[src/rtl/xbw_pkg.sv]
package xbw_pkg;

  typedef enum logic [1:0] {
    PH_C1 = 2'd0,
    PH_C2 = 2'd1,
    PH_C3 = 2'd2,
    PH_C4 = 2'd3
  } xbw_phase_t;

  // Machine cycles still owed after the current one, once its wait sample is known.
  function automatic int owed_after(input int owed_now, input logic wait_hit);
    return owed_now + (wait_hit ? 1 : 0) - 1;
  endfunction

  // True when the current data machine cycle is the last one.
  function automatic logic is_last_mc(input int owed_now, input logic wait_hit);
    return (owed_now + (wait_hit ? 1 : 0)) == 0;
  endfunction

endpackage

[src/rtl/xbw_sync.sv]
module xbw_sync #(
  parameter int STAGES = 2
) (
  input  logic clk,
  input  logic rst_n,
  input  logic d_i,
  output logic q_o
);
  logic [STAGES-1:0] chain_q;

  generate
    for (genvar g = 0; g < STAGES; g++) begin : g_stage
      if (g == 0) begin : g_first
        always_ff @(posedge clk or negedge rst_n) begin
          if (!rst_n) chain_q[0] <= 1'b0;
          else        chain_q[0] <= d_i;
        end
      end else begin : g_next
        always_ff @(posedge clk or negedge rst_n) begin
          if (!rst_n) chain_q[g] <= 1'b0;
          else        chain_q[g] <= chain_q[g-1];
        end
      end
    end
  endgenerate

  assign q_o = chain_q[STAGES-1];
endmodule

[src/rtl/xbw_cfg.sv]
module xbw_cfg (
  input  logic clk,
  input  logic rst_n,
  input  logic we_i,
  input  logic val_i,
  input  logic unlock_i,
  output logic wait_en_o
);
  logic en_q;
  logic take_w;

  assign take_w = we_i & unlock_i;

  always_ff @(posedge clk or negedge rst_n) begin
    if (!rst_n)      en_q <= 1'b0;
    else if (take_w) en_q <= val_i;
  end

  assign wait_en_o = en_q;
endmodule

[src/rtl/xbw_seq.sv]
module xbw_seq
  import xbw_pkg::*;
#(
  parameter int ADDR_W    = 16,
  parameter int DATA_W    = 8,
  parameter int STRETCH_W = 3
) (
  input  logic                 clk,
  input  logic                 rst_n,
  input  logic                 start_i,
  input  logic                 is_write_i,
  input  logic [ADDR_W-1:0]    addr_i,
  input  logic [DATA_W-1:0]    wdata_i,
  input  logic [STRETCH_W-1:0] stretch_i,
  input  logic                 wait_s_i,
  input  logic                 wait_en_i,
  output logic                 busy_o,
  output logic                 in_data_o,
  output xbw_phase_t           phase_o,
  output logic                 wr_o,
  output logic [ADDR_W-1:0]    addr_o,
  output logic [DATA_W-1:0]    wd_o,
  output logic                 accept_o,
  output logic                 last_c4_o
);
  logic                 busy_q, data_q, wr_q, hit_q;
  xbw_phase_t           ph_q;
  logic [STRETCH_W-1:0] owed_q;
  logic [ADDR_W-1:0]    addr_q;
  logic [DATA_W-1:0]    wd_q;
  logic                 sample_w, hit_now_w;

  assign accept_o  = start_i & ~busy_q;
  assign sample_w  = busy_q & data_q & (ph_q == PH_C3);
  assign hit_now_w = sample_w & wait_en_i & wait_s_i;
  assign last_c4_o = busy_q & data_q & (ph_q == PH_C4) &
                     is_last_mc(int'(owed_q), hit_q);

  always_ff @(posedge clk or negedge rst_n) begin
    if (!rst_n) begin
      busy_q <= 1'b0;
      data_q <= 1'b0;
      ph_q   <= PH_C1;
      owed_q <= '0;
      hit_q  <= 1'b0;
      wr_q   <= 1'b0;
      addr_q <= '0;
      wd_q   <= '0;
    end else if (accept_o) begin
      busy_q <= 1'b1;
      data_q <= 1'b0;
      ph_q   <= PH_C1;
      owed_q <= stretch_i;
      hit_q  <= 1'b0;
      wr_q   <= is_write_i;
      addr_q <= addr_i;
      wd_q   <= wdata_i;
    end else if (busy_q) begin
      ph_q <= xbw_phase_t'(ph_q + 2'd1);
      if (sample_w) hit_q <= hit_now_w;
      if (ph_q == PH_C4) begin
        hit_q <= 1'b0;
        if (!data_q) begin
          data_q <= 1'b1;
        end else if (last_c4_o) begin
          busy_q <= 1'b0;
          data_q <= 1'b0;
        end else begin
          owed_q <= STRETCH_W'(owed_after(int'(owed_q), hit_q));
        end
      end
    end
  end

  assign busy_o    = busy_q;
  assign in_data_o = data_q;
  assign phase_o   = ph_q;
  assign wr_o      = wr_q;
  assign addr_o    = addr_q;
  assign wd_o      = wd_q;
endmodule

[src/rtl/xbw_pins.sv]
module xbw_pins
  import xbw_pkg::*;
#(
  parameter int ADDR_W = 16,
  parameter int DATA_W = 8
) (
  input  logic                     clk,
  input  logic                     rst_n,
  input  logic                     busy_i,
  input  logic                     in_data_i,
  input  xbw_phase_t               phase_i,
  input  logic                     wr_i,
  input  logic [ADDR_W-1:0]        addr_i,
  input  logic [DATA_W-1:0]        wd_i,
  input  logic                     last_c4_i,
  input  logic [DATA_W-1:0]        ad_in_i,
  output logic [DATA_W-1:0]        ad_out_o,
  output logic                     ad_oe_o,
  output logic [ADDR_W-DATA_W-1:0] a_hi_o,
  output logic                     ale_o,
  output logic                     rd_n_o,
  output logic                     wr_n_o,
  output logic [DATA_W-1:0]        rdata_o,
  output logic                     done_o
);
  localparam int HI_W = ADDR_W - DATA_W;

  logic addr_mc_w, data_mc_w;
  logic [DATA_W-1:0] rdata_q;
  logic done_q;

  assign addr_mc_w = busy_i & ~in_data_i;
  assign data_mc_w = busy_i & in_data_i;

  always_comb begin
    ad_out_o = '0;
    ad_oe_o  = 1'b0;
    if (addr_mc_w) begin
      ad_out_o = addr_i[DATA_W-1:0];
      ad_oe_o  = 1'b1;
    end else if (data_mc_w && wr_i) begin
      ad_out_o = wd_i;
      ad_oe_o  = 1'b1;
    end
  end

  assign a_hi_o = busy_i ? addr_i[ADDR_W-1:DATA_W] : {HI_W{1'b0}};
  assign ale_o  = addr_mc_w & (phase_i == PH_C1);
  assign rd_n_o = ~(data_mc_w & ~wr_i);
  assign wr_n_o = ~(data_mc_w & wr_i);

  always_ff @(posedge clk or negedge rst_n) begin
    if (!rst_n) begin
      rdata_q <= '0;
      done_q  <= 1'b0;
    end else begin
      done_q <= last_c4_i;
      if (last_c4_i && !wr_i) rdata_q <= ad_in_i;
    end
  end

  assign rdata_o = rdata_q;
  assign done_o  = done_q;
endmodule

[src/rtl/xbw_top.sv]
module xbw_top
  import xbw_pkg::*;
#(
  parameter int ADDR_W      = 16,
  parameter int DATA_W      = 8,
  parameter int STRETCH_W   = 3,
  parameter int SYNC_STAGES = 2
) (
  input  logic                     clk,
  input  logic                     rst_n,
  input  logic                     start_i,
  input  logic                     is_write_i,
  input  logic [ADDR_W-1:0]        addr_i,
  input  logic [DATA_W-1:0]        wdata_i,
  input  logic [STRETCH_W-1:0]     stretch_i,
  input  logic                     cfg_we_i,
  input  logic                     cfg_wait_en_i,
  input  logic                     unlock_ok_i,
  input  logic                     wait_i,
  input  logic [DATA_W-1:0]        ad_in_i,
  output logic [DATA_W-1:0]        ad_out_o,
  output logic                     ad_oe_o,
  output logic [ADDR_W-DATA_W-1:0] a_hi_o,
  output logic                     ale_o,
  output logic                     rd_n_o,
  output logic                     wr_n_o,
  output logic [DATA_W-1:0]        rdata_o,
  output logic                     done_o
);
  logic              wait_s_w, wait_en_w;
  logic              busy_w, in_data_w, wr_w, accept_w, last_c4_w;
  xbw_phase_t        phase_w;
  logic [ADDR_W-1:0] addr_w;
  logic [DATA_W-1:0] wd_w;

  xbw_sync #(.STAGES(SYNC_STAGES)) u_sync (
    .clk(clk), .rst_n(rst_n), .d_i(wait_i), .q_o(wait_s_w)
  );

  xbw_cfg u_cfg (
    .clk(clk), .rst_n(rst_n), .we_i(cfg_we_i), .val_i(cfg_wait_en_i),
    .unlock_i(unlock_ok_i), .wait_en_o(wait_en_w)
  );

  xbw_seq #(.ADDR_W(ADDR_W), .DATA_W(DATA_W), .STRETCH_W(STRETCH_W)) u_seq (
    .clk(clk), .rst_n(rst_n), .start_i(start_i), .is_write_i(is_write_i),
    .addr_i(addr_i), .wdata_i(wdata_i), .stretch_i(stretch_i),
    .wait_s_i(wait_s_w), .wait_en_i(wait_en_w),
    .busy_o(busy_w), .in_data_o(in_data_w), .phase_o(phase_w), .wr_o(wr_w),
    .addr_o(addr_w), .wd_o(wd_w), .accept_o(accept_w), .last_c4_o(last_c4_w)
  );

  xbw_pins #(.ADDR_W(ADDR_W), .DATA_W(DATA_W)) u_pins (
    .clk(clk), .rst_n(rst_n), .busy_i(busy_w), .in_data_i(in_data_w),
    .phase_i(phase_w), .wr_i(wr_w), .addr_i(addr_w), .wd_i(wd_w),
    .last_c4_i(last_c4_w), .ad_in_i(ad_in_i),
    .ad_out_o(ad_out_o), .ad_oe_o(ad_oe_o), .a_hi_o(a_hi_o), .ale_o(ale_o),
    .rd_n_o(rd_n_o), .wr_n_o(wr_n_o), .rdata_o(rdata_o), .done_o(done_o)
  );
endmodule

[config.mk]
export PLATFORM = sky130hd
export DESIGN_NAME = xbw_top
export DESIGN_NICKNAME = d
export VERILOG_FILES = /design/src/rtl/xbw_pkg.sv /design/src/rtl/xbw_sync.sv /design/src/rtl/xbw_cfg.sv /design/src/rtl/xbw_seq.sv /design/src/rtl/xbw_pins.sv /design/src/rtl/xbw_top.sv
export SDC_FILE = /design/constraint.sdc
export NUM_CORES = 1
export LEC_CHECK = 0
export ABC_AREA = 1
export BUFFER_PORTS_ARGS = -buffer_cell sky130_fd_sc_hd__buf_2
export CORE_ASPECT_RATIO = 1.5
export CORE_MARGIN = 4
export CORE_UTILIZATION = 45
export CTS_CLUSTER_DIAMETER = 80
export DETAILED_ROUTE_END_ITERATION = 12
export HOLD_SLACK_MARGIN = 0.06
export PLACE_DENSITY = 0.81
export SYNTH_ARGS = -nofsm -noshare
export SYNTH_HDL_FRONTEND = slang
export SYNTH_SLANG_ARGS = --single-unit
export TNS_END_PERCENT = 10
[constraint.sdc]
create_clock -name clk -period 1.9 [get_ports clk]
set_clock_uncertainty 0.2 [all_clocks]
set_input_delay 0.095 -clock clk [delete_from_list [all_inputs] [get_ports clk]]
set_output_delay 0.095 -clock clk [all_outputs]
set_load 0.02 [all_outputs]
==> results.cfg <==
[placement]
dpl.hpwl_mm = 3.67
gp_congestion = 0.809
io_buffers = 71
place_area_um2 = 2580
place_ws_ns = -0.131

[logic_synthesis]
synth_area_um2 = 2120
synth_cell_type_count = 22
syn_area_per_cell_um2 = 8.11
yosysWarnings = 0
ys_seq_area_frac = 0.532
netlist_instances = 261
ys_seq_elements = 45
synth_nets = 311

[critical_path]
critPathRequiredTime_ns = 1.89
regToRegSetupSlack_ns = -0.09
reg2reg_from = u_seq.owed_q[0]
critPathMaxFanout = 2
crit_top_cell = nand2_1
crit_slowest_cell = dfrtp_1
cp-end-kind = flip-flop
critPathMaxStageDelay_ns = 0.40
setup.worst_path.class = reg -> reg
path_cells = ha_2 > ha_4 > inv_4 > buf_4 > buf_4 > ha_4 > inv_2 > nand2_1 > nand3_1 > nand2_1 > nand2_1 > nand2_1
critPathArrivalTime_ns = 1.98
rr_worst_depth = 12
r2r-end = u_seq.owed_q[2]
critPathLaunchType = flip-flop

[drt]
first_pass_iters = 4
routed_wl_mm = 5.88
via_per_inst = 4.77
drc = 0
postRouteAntennaNets = 0
wl_per_cell_um = 13.0
vias = 2150
drt-initial-drc-count = 89

[cells_and_area]
fillerInstances = 357
drive_above_1_share = 0.310
regArea_um2 = 1130
layout.nets = 436
final_util = 0.709
multiInputGateArea_um2 = 891
antenna_cells = 0
area_growth_pct = 52.2
final_cell_area_um2 = 3220

[clock_network]
cts-root-buf = clkbuf_8
cts_tree = yes
htree_levels = 2
clock_path_buffers = 2
clk_latency_ns = 0.29
cts_made_buffers = 5
clock_sinks = 45
path_clk_slew_ns = 0.09

[grt]
grt_overflow = 0
busiest_layer = met2
antenna_found_initial = 0
met1_usage = 0.230
grt_util_met2 = 0.406
grt_use_total = 0.216
gr-usage-met3 = 0.0417
grt_pass1_wl_mm = 10.1
grt_max_degree = 21
grt_pass1_vias = 2336

[status]
outcome = finished, violations left
violations = setup timing

[pwr]
p_leak_uw = 0.00175
p_per_area_nw_per_um2 = 1540
vdd_drop_max_uv = 849

[die]
die_w_um = 64.0
die_area_um2 = 5890
coreArea_um2 = 4540
ios = 72
start_util = 0.466
row_count = 30
die_h_um = 92.0

[sta]
slew_viol_final = 0
min_period_ns = 1.99
rsz0062_at_grt = true
hold_viol_final = 0
max-slew-margin-rel = 0.703
setup_viol = 10
max_clock_freq_mhz = 502
layout_setup_ws_ns = -0.0903
tightest_slew_ns = 0.445
period_share = 1.05
timing.hold.ws_ns = 0.0692

[worst_hold_path]
hp-class = in -> async

[job]
drv_cap = 0
[area by class of cell]
class | count | area share
inverter | 34 | 0.0404
multi-input combinational | 172 | 0.277
sequential | 45 | 0.350
timing repair buffer | 128 | 0.277
tap | 64 | 0.0249
clock inverter | 1 | 0.00155
clock buffer | 7 | 0.0299
[routing by layer]
metal  routed length, um  vias up
met5                   0        -
met3                 276       14
met1                2240     1016
met4                 136        0
met2                3230       71
li1                    -     1049
[Yosys cell counts]
cell type  number  area, um2
ha_1            7       87.6
clkbuf_1        3       11.3
o21ai_0        20        100
nor2_1          3       11.3
or2_2           1       6.26
buf_6           1       11.3
a21oi_1         1       5.00
nand2_2         1       6.26
nand2_1       110        413
nand3_1        12       60.1
dfrtp_1        45       1130
nand3_2         1       10.0
nor2_4          1       11.3
buf_4           2       15.0
o21ai_1         8       40.0
nor2_2          2       12.5
o22ai_1         3       18.8
buf_2           4       20.0
inv_2           1       3.75
inv_1          33        124
a31oi_1         1       6.26
nand3_4         1       17.5
[cell families (layout without fill, tap and decap cells)]
| group | Yosys count | in the layout | share of synthesized area |
|---|---|---|---|
| AND/OR/NAND/NOR | 132 | 132 | 0.259 |
| adder cells (fa/ha/maj) | 7 | 7 | 0.0414 |
| flip-flops | 45 | 45 | 0.532 |
| buffers and inverters | 44 | 170 | 0.0875 |
| AO/OA/AOI/OAI | 33 | 33 | 0.0804 |
[worst max path at each step]
stage                               start  cells past startpoint           endpoint
final                     u_seq.owed_q[0]                     12    u_seq.owed_q[2]
after global routing      u_seq.owed_q[0]                     12    u_seq.owed_q[2]
after CTS                 u_seq.owed_q[0]                     10  u_pins.rdata_o[1]
after detailed placement      u_seq.hit_q                     10  u_pins.rdata_o[2]
after global placement        u_seq.hit_q                     10  u_pins.rdata_o[6]
after floorplan               u_seq.hit_q                     10  u_pins.rdata_o[0]
[layout by cell type (no fill, tap or decap)]
cell,instances
o21ai_2,8
ha_1,3
or2_2,1
o21ai_1,2
inv_2,3
nand2_4,1
ha_2,1
a31oi_1,1
nor2_2,1
nand3_4,1
nand2_2,2
nand2_1,108
clkinv_2,1
dfrtp_1,45
buf_4,14
nor2_4,2
inv_4,1
dlygate4sd3_1,41
nor2_1,3
buf_2,71
ha_4,3
a21oi_1,1
o21ai_0,18
inv_1,30
nand3_2,1
clkbuf_8,7
buf_6,2
o22ai_1,3
nand3_1,12
[power breakdown]
part	switching (uW)	total (uW)	leakage, uW	internal [uW]
clock	316	645	0.0000542	329
combinational	1620	2640	0.00115	1020
sequential	272	1660	0.000546	1390
[critical path: cells and delay by family (launching register included)]
family | cells | cell delay [ns]
AND/OR/NAND/NOR | 5 | 0.31
flip-flops | 1 | 0.40
buffers and inverters | 4 | 0.33
adder cells (fa/ha/maj) | 3 | 0.63
[flip-flops by register name (all words and copies together), names as in the netlist]
register and flops:
u_pins.done_o 1, u_seq.wd_o 8, u_cfg.wait_en_o 1, u_seq.hit_q 1, u_seq.addr_o 16, u_seq.wr_o 1
u_seq.owed_q 3, u_seq.busy_o 1, u_seq.phase_o 2, u_sync.q_o 1, u_sync.chain_q 1, u_seq.in_data_o 1
u_pins.rdata_o 8
[per-stage QoR]
step / power [uW] / std cells / TNS [ns]
6_report: 4950 / 451 / -0.476
4_1_cts: 4870 / 450 / -0.404
3_3_place_gp: 3840 / 395 / -0.499
5_1_grt: 5360 / 451 / -1.63
3_5_place_dp: 3930 / 395 / -1.24
2_1_floorplan: 3170 / 261 / 0
[timing repair]
item,in CTS,in global routing
setup buffers,6,1
hold buffers,41,0
setup endpoints to repair,12,18
pin swaps,10,13
gates resized for setup,17,7
endpoints found under the hold margin,86,0
No activity file was read; power rests on OpenSTA's default activity.
